File: src/rtl/cmdq_pkg.sv
package cmdq_pkg;

   localparam int FUNC_W = 5;

   typedef enum logic [FUNC_W-1:0] {
      FN_RD_OUT  = 5'd0,
      FN_RD_STAT = 5'd1,
      FN_RD_BLK  = 5'd4,
      FN_RD_ID   = 5'd6,
      FN_CLEAR   = 5'd9,
      FN_WR_FIFO = 5'd16,
      FN_WR_CTRL = 5'd17,
      FN_WR_HDR  = 5'd20,
      FN_WR_MORE = 5'd22,
      FN_ENA_OFF = 5'd24,
      FN_ENA_ON  = 5'd26,
      FN_RUN_OFF = 5'd28,
      FN_RUN_ON  = 5'd30
   } func_e;

   // one-hot decode of a recognised command
   typedef struct packed {
      logic rd_out;
      logic rd_stat;
      logic rd_blk;
      logic rd_id;
      logic clear;
      logic wr_fifo;
      logic wr_ctrl;
      logic wr_hdr;
      logic wr_more;
      logic ena_off;
      logic ena_on;
      logic run_off;
      logic run_on;
   } dec_t;

   typedef struct packed {
      logic out_ready;
      logic out_seq;
      logic xfer_to;
      logic xfer_pend;
      logic fifo_in_rdy;
   } flags_t;

endpackage

File: src/rtl/cmdq_func_decode.sv
module cmdq_func_decode
   import cmdq_pkg::*;
#(
   parameter int SA_W = 4
) (
   input  logic              cmd_stb,
   input  logic [FUNC_W-1:0] func,
   input  logic [SA_W-1:0]   subaddr,
   output dec_t              dec,
   output logic              known
);

   always_comb begin
      dec = '0;
      if (cmd_stb && (subaddr == '0)) begin
         case (func)
            FN_RD_OUT:  dec.rd_out  = 1'b1;
            FN_RD_STAT: dec.rd_stat = 1'b1;
            FN_RD_BLK:  dec.rd_blk  = 1'b1;
            FN_RD_ID:   dec.rd_id   = 1'b1;
            FN_CLEAR:   dec.clear   = 1'b1;
            FN_WR_FIFO: dec.wr_fifo = 1'b1;
            FN_WR_CTRL: dec.wr_ctrl = 1'b1;
            FN_WR_HDR:  dec.wr_hdr  = 1'b1;
            FN_WR_MORE: dec.wr_more = 1'b1;
            FN_ENA_OFF: dec.ena_off = 1'b1;
            FN_ENA_ON:  dec.ena_on  = 1'b1;
            FN_RUN_OFF: dec.run_off = 1'b1;
            FN_RUN_ON:  dec.run_on  = 1'b1;
            default:    dec = '0;
         endcase
      end
   end

   assign known = |dec;

endmodule

File: src/rtl/cmdq_qualify.sv
module cmdq_qualify
   import cmdq_pkg::*;
(
   input  dec_t   dec,
   input  flags_t fl,
   input  logic   blk_mode,
   input  logic   expect_hdr,
   output logic   q
);

   logic always_q;
   logic wr_ok;
   logic rd_ok;

   assign always_q = dec.rd_stat | dec.rd_id | dec.clear | dec.wr_ctrl |
                     dec.ena_off | dec.ena_on | dec.run_off | dec.run_on;

   // common gate of the outbound data writes
   assign wr_ok = !fl.xfer_to && !fl.out_ready && !fl.out_seq &&
                  fl.fifo_in_rdy && !expect_hdr;

   assign rd_ok = fl.out_ready && !fl.xfer_to;

   always_comb begin
      q = always_q;
      if (dec.rd_out && rd_ok && !blk_mode)  q = 1'b1;
      if (dec.rd_blk && rd_ok && blk_mode)   q = 1'b1;
      if (dec.wr_fifo && wr_ok && !blk_mode) q = 1'b1;
      if (dec.wr_more && wr_ok)              q = 1'b1;
      if (dec.wr_hdr && !fl.xfer_pend && !fl.xfer_to && !fl.out_ready) q = 1'b1;
   end

endmodule

File: src/rtl/cmdq_ctrl_regs.sv
module cmdq_ctrl_regs
   import cmdq_pkg::*;
#(
   parameter int CTRL_W  = 8,
   parameter int LOW_W   = 4,
   parameter int ENA_BIT = 5,
   parameter int RUN_BIT = 6,
   parameter int BLK_BIT = 7
) (
   input  logic              clk,
   input  logic              rst_n,
   input  dec_t              dec,
   input  logic              q,
   input  logic [LOW_W-1:0]  low_data,
   input  logic              hdr_blk,
   input  logic              mod_clr,
   output logic [CTRL_W-1:0] ctrl,
   output logic              expect_hdr
);

   logic clr_req;
   assign clr_req = mod_clr | dec.clear;

   always_ff @(posedge clk) begin
      if (!rst_n) begin
         ctrl       <= '0;
         expect_hdr <= 1'b1;
      end else begin
         if (dec.wr_ctrl) ctrl[LOW_W-1:0] <= low_data;
         if (dec.ena_off) ctrl[ENA_BIT]   <= 1'b0;
         if (dec.ena_on)  ctrl[ENA_BIT]   <= 1'b1;
         if (dec.run_off) ctrl[RUN_BIT]   <= 1'b0;
         if (dec.run_on)  ctrl[RUN_BIT]   <= 1'b1;
         if (dec.wr_hdr && q) begin
            ctrl[BLK_BIT] <= hdr_blk;
            expect_hdr    <= 1'b0;
         end
         if (clr_req) begin
            ctrl[BLK_BIT] <= 1'b0;
            expect_hdr    <= 1'b1;
         end
      end
   end

   AST_CLR_EFFECT: assert property (@(posedge clk) disable iff (!rst_n)
      clr_req |=> (!ctrl[BLK_BIT] && expect_hdr));
   AST_ENA_SET: assert property (@(posedge clk) disable iff (!rst_n)
      dec.ena_on |=> ctrl[ENA_BIT]);
   AST_RUN_CLR: assert property (@(posedge clk) disable iff (!rst_n)
      dec.run_off |=> !ctrl[RUN_BIT]);
   AST_IDLE_HOLD: assert property (@(posedge clk) disable iff (!rst_n)
      (dec == '0 && !mod_clr) |=> ($stable(ctrl) && $stable(expect_hdr)));

endmodule

File: src/rtl/camac_cmd_decoder.sv
module camac_cmd_decoder
   import cmdq_pkg::*;
#(
   parameter int          DATA_W   = 24,
   parameter int          SA_W     = 4,
   parameter int          STAT_W   = 8,
   parameter int          CTRL_W   = 8,
   parameter int          LOW_W    = 4,
   parameter int          HDR_BIT  = 23,
   parameter logic [7:0]  MOD_ID   = 8'h50,
   parameter bit          RESP_REG = 1'b1
) (
   input  logic              clk,
   input  logic              rst_n,
   input  logic              cmd_stb,
   input  logic [FUNC_W-1:0] func,
   input  logic [SA_W-1:0]   subaddr,
   input  logic [DATA_W-1:0] wdata,
   input  logic              mod_clr,
   input  logic              out_ready,
   input  logic              out_seq,
   input  logic              xfer_to,
   input  logic              xfer_pend,
   input  logic              fifo_in_rdy,
   input  logic [STAT_W-1:0] ext_status,
   input  logic [DATA_W-1:0] or_data,
   output logic              resp_valid,
   output logic              x_resp,
   output logic              q_resp,
   output logic [DATA_W-1:0] rdata,
   output logic [CTRL_W-1:0] ctrl_reg,
   output logic              expect_hdr,
   output logic              fifo_wr_stb,
   output logic              hdr_load_stb,
   output logic              hdr_more_stb,
   output logic [DATA_W-1:0] stb_data
);

   localparam int FLAG_N   = 6;
   localparam int FLAG_LSB = CTRL_W + STAT_W;
   localparam int ID_W     = 8;
   localparam int BLK_BIT  = 7;

   // elaboration checks
   if (CTRL_W < 8) begin : g_bad_ctrl
      $fatal(1, "CTRL_W must hold bits 7:0");
   end
   if (LOW_W < 1 || LOW_W > 5) begin : g_bad_low
      $fatal(1, "LOW_W must leave bits 5 to 7 free");
   end
   if (FLAG_LSB + FLAG_N > DATA_W) begin : g_bad_stat
      $fatal(1, "status word does not fit DATA_W");
   end
   if (HDR_BIT >= DATA_W || DATA_W < ID_W) begin : g_bad_data
      $fatal(1, "HDR_BIT or DATA_W out of range");
   end

   dec_t   dec;
   logic   known;
   logic   q_c;
   flags_t fl;
   logic   exp_q;
   logic [CTRL_W-1:0] ctrl_q;

   assign fl = {out_ready, out_seq, xfer_to, xfer_pend, fifo_in_rdy};

   cmdq_func_decode #(.SA_W(SA_W)) u_dec (
      .cmd_stb (cmd_stb),
      .func    (func),
      .subaddr (subaddr),
      .dec     (dec),
      .known   (known)
   );

   cmdq_qualify u_qual (
      .dec        (dec),
      .fl         (fl),
      .blk_mode   (ctrl_q[BLK_BIT]),
      .expect_hdr (exp_q),
      .q          (q_c)
   );

   cmdq_ctrl_regs #(
      .CTRL_W  (CTRL_W),
      .LOW_W   (LOW_W),
      .ENA_BIT (5),
      .RUN_BIT (6),
      .BLK_BIT (BLK_BIT)
   ) u_ctrl (
      .clk        (clk),
      .rst_n      (rst_n),
      .dec        (dec),
      .q          (q_c),
      .low_data   (wdata[LOW_W-1:0]),
      .hdr_blk    (wdata[HDR_BIT]),
      .mod_clr    (mod_clr),
      .ctrl       (ctrl_q),
      .expect_hdr (exp_q)
   );

   assign ctrl_reg   = ctrl_q;
   assign expect_hdr = exp_q;

   // read data selection
   logic [DATA_W-1:0] stat_word;
   logic [DATA_W-1:0] rdata_c;
   logic [2:0]        stb_c;

   always_comb begin
      stat_word = '0;
      stat_word[CTRL_W-1:0]         = ctrl_q;
      stat_word[CTRL_W +: STAT_W]   = ext_status;
      stat_word[FLAG_LSB +: FLAG_N] = {fl, exp_q};
   end

   always_comb begin
      rdata_c = '0;
      if (dec.rd_id)                             rdata_c[ID_W-1:0] = MOD_ID;
      else if (dec.rd_stat)                      rdata_c = stat_word;
      else if ((dec.rd_out || dec.rd_blk) && q_c) rdata_c = or_data;
   end

   assign stb_c = {dec.wr_fifo & q_c, dec.wr_hdr & q_c, dec.wr_more & q_c};

   if (RESP_REG) begin : g_reg
      always_ff @(posedge clk) begin
         if (!rst_n) begin
            resp_valid   <= 1'b0;
            x_resp       <= 1'b0;
            q_resp       <= 1'b0;
            rdata        <= '0;
            fifo_wr_stb  <= 1'b0;
            hdr_load_stb <= 1'b0;
            hdr_more_stb <= 1'b0;
            stb_data     <= '0;
         end else begin
            resp_valid   <= cmd_stb;
            x_resp       <= known;
            q_resp       <= q_c;
            rdata        <= rdata_c;
            fifo_wr_stb  <= stb_c[2];
            hdr_load_stb <= stb_c[1];
            hdr_more_stb <= stb_c[0];
            stb_data     <= wdata;
         end
      end

      AST_RESP_FOLLOWS: assert property (@(posedge clk) disable iff (!rst_n)
         resp_valid |-> $past(cmd_stb));
   end else begin : g_comb
      assign resp_valid   = cmd_stb;
      assign x_resp       = known;
      assign q_resp       = q_c;
      assign rdata        = rdata_c;
      assign fifo_wr_stb  = stb_c[2];
      assign hdr_load_stb = stb_c[1];
      assign hdr_more_stb = stb_c[0];
      assign stb_data     = wdata;
   end

   AST_Q_NEEDS_X: assert property (@(posedge clk) disable iff (!rst_n)
      q_resp |-> x_resp);
   AST_STB_ONEHOT: assert property (@(posedge clk) disable iff (!rst_n)
      $onehot0({fifo_wr_stb, hdr_load_stb, hdr_more_stb}));
   AST_STB_NEEDS_Q: assert property (@(posedge clk) disable iff (!rst_n)
      (fifo_wr_stb || hdr_load_stb || hdr_more_stb) |-> (q_resp && resp_valid));
   AST_UNKNOWN_QUIET: assert property (@(posedge clk) disable iff (!rst_n)
      (resp_valid && !x_resp) |-> (rdata == '0));

endmodule

File: config.mk
export PLATFORM = sky130hd
export DESIGN_NAME = camac_cmd_decoder
export DESIGN_NICKNAME = d
export VERILOG_FILES = /design/src/rtl/cmdq_pkg.sv /design/src/rtl/cmdq_func_decode.sv /design/src/rtl/cmdq_qualify.sv /design/src/rtl/cmdq_ctrl_regs.sv /design/src/rtl/camac_cmd_decoder.sv
export SDC_FILE = /design/constraint.sdc
export NUM_CORES = 1
export LEC_CHECK = 0
export ABC_CLOCK_PERIOD_IN_PS = 5900
export BUFFER_PORTS_ARGS = -buffer_cell sky130_fd_sc_hd__buf_2
export CAP_MARGIN = 10
export CORE_ASPECT_RATIO = 2
export CORE_MARGIN = 3
export CORE_UTILIZATION = 47
export DETAILED_ROUTE_END_ITERATION = 8
export GPL_TIMING_DRIVEN = 0
export PLACE_DENSITY_LB_ADDON = 0.2
export SLEW_MARGIN = 20
export SYNTH_ARGS = -nofsm -noshare
export SYNTH_HDL_FRONTEND = slang
export SYNTH_HIERARCHICAL = 1
export SYNTH_SLANG_ARGS = --single-unit
File: constraint.sdc
create_clock -name clk -period 5.9 [get_ports clk]
set_input_delay 0.885 -clock clk [delete_from_list [all_inputs] [get_ports clk]]
set_output_delay 0.885 -clock clk [all_outputs]
set_load 0.01 [all_outputs]
# Yosys cells after proc, flatten, opt, wreduce, memory -nomap -nowiden
# Cells that the tools add are included.
# op_classes
n_reduce_logical	33
n_eq_ne	12
mux	26
bitwise_logic	13
# ops
op	n
22-bit two-way mux	2
5-bit equality test (second input constant)	8
1-bit two-way mux	22
1-bit logical AND	18
13-bit two-way mux	1
13-bit OR reduction	1
5-bit by 3-bit equality test with 1-bit output (second input constant)	2
1-bit OR	8
7-bit two-way mux	1
1-bit logical NOT	6
5-bit by 1-bit equality test with 1-bit output (second input constant)	1
5-bit by 4-bit equality test with 1-bit output (second input constant)	1
5-bit logical NOT	1
4-bit logical NOT	1
2-bit nonzero test	2
2-bit OR reduction	2
4-bit OR reduction	1
1-bit AND	3
1-bit inverter	2
1-bit logical OR	1
# word_totals
input_bits	74
ff_bits	62
out_inout_bits	63
word_cells	99

# Longest topological paths before layout
# Gate-level depths: netlist of run 1.
# depth
depth_word	19
depth_mapped	11
mapped_depth_nobuf	9

# Hierarchy
# Netlist of run 1, hierarchy kept.
# by_module_without_submodules
module	seq_area_each_um2	cells_per_inst	n_inst	area_each_um2
camac_cmd_decoder	1081.0	153	1	1805.5
cmdq_ctrl_regs	160.2	29	1	309.0
cmdq_func_decode	0.0	28	1	190.2
cmdq_qualify	0.0	10	1	71.3

# Least setup slack after synthesis of run 1
# No wires, ideal clock.
# synth_timing
path_type	input to register
start	input subaddr[1]
end	register rdata[3]
path_slack_ps	3123
required_time_ps	5832
setup_time_ps	68
path_stages	10
t_arrival_ps	2709
path_cell_list	nor4_4 > nand3_1 > nor3_1 > mux2i_1 > a221oi_2 > nand3b_1 > buf_4 > buf_2 > nand4b_1 > o2bb2ai_2
# synth_lines
item	line	source
start: declaration	camac_cmd_decoder.sv:17	input logic [SA_W-1:0] subaddr,
end signal: assignment	camac_cmd_decoder.sv:140	rdata <= rdata_c;
end: declaration	camac_cmd_decoder.sv:30	output logic [DATA_W-1:0] rdata,

==> results of run 1 <==
cells in the mapped netlist (2+ instances only):
cell        n  area (µm²)
dfxtp_1    62        1240
and2_1     26         163
nand4b_1   20         175
o2bb2ai_1  18         158
nor2_1      7        26.3
nor2b_1     7        43.8
mux2i_1     6        60.1
nor3_1      6        30.0
nor4_1      6        37.5
buf_2       5        25.0
buf_4       5        37.5
inv_1       5        18.8
a21oi_1     4        20.0
clkbuf_1    4        15.0
nand2b_1    4        25.0
nand3_1     4        20.0
and3_1      3        18.8
nand2_1     3        11.3
buf_6       2        22.5
nand3b_1    2        15.0
o21a_1      2        15.0
o22ai_1     2        12.5
o2bb2ai_2   2        30.0
worst paths after layout:
| check | startpoint | endpoint | slack [ns] | cells past startpoint |
|---|---|---|---|---|
| worst min-delay path | u_ctrl/ctrl[2]$_SDFFE_PN0P_ | rdata[2]$_SDFF_PP0_ | 0.49 | 1 |
| worst min register to register | u_ctrl/ctrl[2]$_SDFFE_PN0P_ | rdata[2]$_SDFF_PP0_ | 0.49 | 1 |
| worst max-delay path | subaddr[1] | rdata[15]$_SDFF_PP0_ | 2.85 | 10 |
| worst max register to register | u_ctrl/ctrl[7]$_SDFFE_PP0P_ | rdata[15]$_SDFF_PP0_ | 4.06 | 7 |
per-layer routing:
| layer | up-vias | wire, µm |
|---|---|---|
| met3 | 25 | 516 |
| met1 | 1022 | 2210 |
| met2 | 110 | 3550 |
| li1 | 1086 | - |
| met4 | 0 | 314 |
| met5 | - | 0 |
where the power goes:
| part | total, mW | switching [mW] | internal, mW |
|---|---|---|---|
| clock network | 0.375 | 0.159 | 0.216 |
| registers | 0.430 | 0.00182 | 0.428 |
| logic | 0.0712 | 0.0361 | 0.0351 |
| total | 0.875 | 0.197 | 0.679 |
cells by family after synthesis:
| logic type | synth area share [%] |
|---|---|
| multiplexers | 2.53 |
| AO/OA/AOI/OAI | 12.8 |
| flip-flops | 52.2 |
| AND/OR/NAND/NOR | 27.1 |
| buffers and inverters | 5.21 |
| other | 0.158 |
final cells by class:
type	count	area share [%]
flip-flops and latches	62	37.4
multi-input cells	136	30.4
repair buffers	135	20.3
clock buffers	12	4.67
plain buffers	17	3.16
well taps	57	2.15
clock inverters	3	1.32
inverters	5	0.565
==> impl_metrics.yaml, run 1 <==
run_status:
  outcome: "completed"
drt:
  drt_iter0_markers: 47
  routed_via_density: 5.25
  first_pass_iters: 4
  via_count: 2243
  drt-wirelength-per-cell_um: 15.4
  wirelength_um: 6580
  final_antenna_net_count: 0
  drc: 0
clock_network:
  cts_tree: "done"
  cts_buffers: 9
  cts.sinks: 62
  postCtsSetupBuffers: 0
  cts-root-buf: "clkbuf_8"
  htreeDepth: 3
  cts_resized: 0
  insertion_delay_ns: 0.35
  clk_pin_slew_ns: 0.07
  cts_hold_buf: 0
  clock_path_buffers: 2
place:
  dpl_cell_area_um2: 3120
  hpwl_um: 5180
  pre_cts_slack_ns: 2.50
  gp_routability_congestion: 0.893
  dp_cells: 412
  port_buffers: 135
timing:
  setup_viol: 0
  max_freq_mhz: 328
  setup_tns_ns: 0
  hold_slack_ns: 0.486
  worst_pin_slew_ns: 0.748
  period_share_pct: 51.7
  rsz0062_at_grt: "no"
  maxSlewViolCount: 0
  final-hold-violation-count: 0
  skew_ns: 0.00848
  period_minus_slack_ns: 3.05
  final.setup.worst_slack_ns: 2.85
  relSlewSlack_pct: 49.8
final_layout:
  final_cells: 427
  layout_commonest_cell: "buf_2"
  design_area_um2: 3320
  drive_above_1_share_pct: 46.2
  fin_util_pct: 68.3
  multiInputGateArea_um2: 1010
  fill_cells: 417
  area_growth_syn_to_layout_pct: 39.8
  seqCellArea_um2: 1240
  antenna-diode-count: 0
  fin_nets: 440
  final_cell_mix: "buf_2, dfxtp_1, and2_1, nand4b_1, o2bb2ai_1"
global_route:
  use_met1_pct: 21.2
  antenna_found_initial: 0
  grt_max_degree: 11
  grt_pass1_wl_um: 10300
  globalRouteOverflowTotal: 0
  use_met3_pct: 7.05
  grt_pass1_vias: 2206
  grt_use_total_pct: 22.8
  grt_use_met2_pct: 40.7
  grt_busiest_layer: "met2"
synth:
  synth_ff_type: "dfxtp_1"
  yosysWarnings: 6
  syn_inst: 220
  syn_avg_cell_area_um2: 10.8
  synth_area_um2: 2380
  ys_types: 38
  synthArstFlopShare_pct: 0
  synth.ff_latch_count: 62
  synth-edff-count: 0
  seq_area_frac_synth_pct: 52.2
  syn-num-nets: 294
setup_path:
  crit_path_max_incr_delay_ns: 0.67
  crit_path_top_delay_cell: "nor3_1"
  cp.required_ns: 6.17
  end_kind: "flop"
  cp_max_fo: 10
  worstPathArrival_ns: 3.32
  crit_chain: "buf_2, nor4_4, nand3b_1, nor3_1, nor4_1, nand3b_1, buf_4, buf_2, nand4b_1, o2bb2ai_1"
  cp_top_family: "simple AND/OR/NAND/NOR gates"
  critical_path.startpoint_type: "input port"
  worst-path-buf-inv: 3
  worstSetupPathType: "in -> reg"
power:
  p_total_uw: 875
  ir_worst_vdd_mv: 0.221
  power.density_nw_per_um2: 264
  p_leak_nw: 1.56
floorplan:
  rows: 36
  dieWidth_um: 56.3
  die-area_um2: 6000
  ios: 137
  fp.coreArea_um2: 4860
  initial_core_util_pct: 48.8
  die_y_um: 107
run:
  cap_violations: 0
min_path:
  worst_hold_path_type: "reg -> reg"
(Power assumes the default switching activity.)
==> run 2, diff against run 1 <==
--- a/config.mk
+++ b/config.mk
@@ -5,12 +5,12 @@
 export SDC_FILE = /design/constraint.sdc
 export NUM_CORES = 1
 export LEC_CHECK = 0
-export ABC_CLOCK_PERIOD_IN_PS = 5900
+export ABC_CLOCK_PERIOD_IN_PS = 2500
 export BUFFER_PORTS_ARGS = -buffer_cell sky130_fd_sc_hd__buf_2
 export CAP_MARGIN = 10
 export CORE_ASPECT_RATIO = 2
 export CORE_MARGIN = 3
-export CORE_UTILIZATION = 47
+export CORE_UTILIZATION = 39
 export DETAILED_ROUTE_END_ITERATION = 8
 export GPL_TIMING_DRIVEN = 0
 export PLACE_DENSITY_LB_ADDON = 0.2
==> constraint.sdc (replaced) <==
create_clock -name clk -period 2.5 [get_ports clk]
set_input_delay 0.375 -clock clk [delete_from_list [all_inputs] [get_ports clk]]
set_output_delay 0.375 -clock clk [all_outputs]
set_load 0.01 [all_outputs]
==> run 2 against run 1 <==
  * Core utilization decreased by 8.0 points
  * Clock power increased to 3.5 times the previous value
  * Clock skew decreased by 0.0062 ns
  * Via count unchanged
  * First-iteration DRC count increased by 130%
  * Non-clock buffer count increased by 2
  * Cell count increased by 1.6%
  * Setup slack got worse by 2.8 ns
  * Sequential share of layout area decreased by 1.9 points
  * Register-to-register slack got worse by 3.3 ns
  * Sequential power increased by 140%
  * Sequential cell count unchanged
  * Largest cell class unchanged
==> impl_metrics.yaml, run 2 (same netlist as run 1, synthesis figures left out) <==
timing:
  setup_viol: 0
  final-hold-violation-count: 0
  maxSlewViolCount: 0
  period_minus_slack_ns: 2.42
  period_share_pct: 96.7
  max_freq_mhz: 414
  final.setup.worst_slack_ns: 0.0820
  skew_ns: 0.00224
  hold_slack_ns: 0.246
global_route:
  antenna_found_initial: 0
  grt_use_total_pct: 19.4
  grt_pass1_wl_um: 10000
  grt_max_degree: 13
  grt_pass1_vias: 2098
  globalRouteOverflowTotal: 0
final_layout:
  drive_above_1_share_pct: 48.3
  fin_nets: 442
  fill_cells: 511
  antenna-diode-count: 0
  area_growth_syn_to_layout_pct: 47.3
  final_cell_mix: "buf_2, dfxtp_1, and2_1, nand4b_1, o2bb2ai_1"
  layout_commonest_cell: "buf_2"
min_path:
  hold_depth: 2
  worst_hold_path_type: "in -> reg"
setup_path:
  worstPathArrival_ns: 2.68
  cp_top_family: "simple AND/OR/NAND/NOR gates"
  crit_path_max_incr_delay_ns: 0.39
  cp.depth: 11
  crit_top_cell: "nand3b_1"
  crit_chain: "buf_2, nor4_4, nand3b_1, nor3_2, o211ai_1, a221oi_2, nand3b_1, buf_4, clkbuf_4, nand4b_1, o2bb2ai_1"
  critical_path.startpoint_type: "input port"
  cp_max_fo: 10
  crit_path_top_delay_cell: "nor4_4"
  worstSetupPathType: "in -> reg"
  reg2reg_depth: 8
  cp.required_ns: 2.76
  r2r_setup_slack_ns: 0.73
  worst-path-buf-inv: 3
  end_kind: "flop"
clock_network:
  insertion_delay_ns: 0.33
  cts_hold_buf: 0
  cts_buffers: 9
  clock_path_buffers: 2
  cts.sinks: 62
  clk_pin_slew_ns: 0.05
  cts-root-buf: "clkbuf_16"
  htreeDepth: 3
  cts_tree: "done"
drt:
  via_count: 2243
  routed_via_density: 5.17
  drt_iter0_markers: 107
  wirelength_um: 6920
  final_antenna_net_count: 0
  drc: 0
  drt-wirelength-per-cell_um: 15.9
  first_pass_iters: 4
floorplan:
  die_y_um: 116
  initial_core_util_pct: 40.9
  dieWidth_um: 61.2
  rows: 39
  die-area_um2: 7120
  fp.coreArea_um2: 5810
  ios: 137
run:
  cap_violations: 0
power:
  p_total_mw: 2.51
  ir_worst_vdd_mv: 0.403
  p_leak_nw: 1.63
  power.density_nw_per_um2: 717
place:
  hpwl_um: 5280
  pre_cts_slack_ns: -0.532
  gp_routability_congestion: 0.881
  port_buffers: 135
run_status:
  outcome: "completed"
## run 2: cell types whose count changed in the layout (fill, tap and decap cells not counted), moves of 2 or more
| cell | before | now |
|---|---|---|
| buf_2 | 140 | 138 |
| buf_4 | 5 | 8 |
| nor3_1 | 6 | 3 |
| clkbuf_8 | 11 | 0 |
| clkinvlp_4 | 0 | 2 |
| clkbuf_16 | 0 | 9 |
| nor3_2 | 0 | 2 |
## run 2: metal layers
layer	global-route usage, %	wire, µm	vias to the layer above
li1	-	-	1087
met1	19.5	2450	1031
met2	32.5	3650	105
met3	5.86	559	20
met4	13.9	261	0
met5	0	0	-
## run 2: final cells by class
type | instances | area (µm²) | area share (%)
timing repair buffer | 137 | 691 | 19.7
sequential | 62 | 1240 | 35.5
tap | 61 | 76.3 | 2.18
clock inverter | 7 | 97.6 | 2.79
buffer | 17 | 110 | 3.15
inverter | 5 | 18.8 | 0.536
multi-input combinational | 136 | 1040 | 29.7
clock buffer | 9 | 225 | 6.44
## run 2: per-stage QoR
stage	std cells	instance area (µm²)	setup TNS (ns)	utilization, %
after floorplan	220	2380	0	-
after global placement	416	3130	-8.98	53.9
after detailed placement	416	3130	-11.35	53.9
after CTS	432	3460	0	59.5
after global routing	434	3500	-0.149	60.3
final	434	3500	0	60.3
## run 2: worst paths after layout
check | start | endpoint
worst min-delay path | wdata[10] | stb_data[10]$_SDFF_PN0_
worst min register to register | u_ctrl/ctrl[5]$_SDFFE_PN0P_ | rdata[5]$_SDFF_PP0_
worst max register to register | u_ctrl/ctrl[7]$_SDFFE_PP0P_ | rdata[0]$_SDFF_PP0_
worst max-delay path | subaddr[2] | rdata[0]$_SDFF_PP0_
## run 2: what timing repair did
item,in CTS,in global routing
endpoints found under the hold margin,0,0
resized for setup,1,8
buffers inserted,0,2
pin swaps,0,2
setup endpoints to repair,20,20
## run 2: power by group
group	switching (mW)	internal (mW)	leakage, nW	total (mW)
logic	0.0876	0.0845	0.971	0.172
clock network	0.449	0.874	0.152	1.32
registers	0.00411	1.01	0.506	1.02
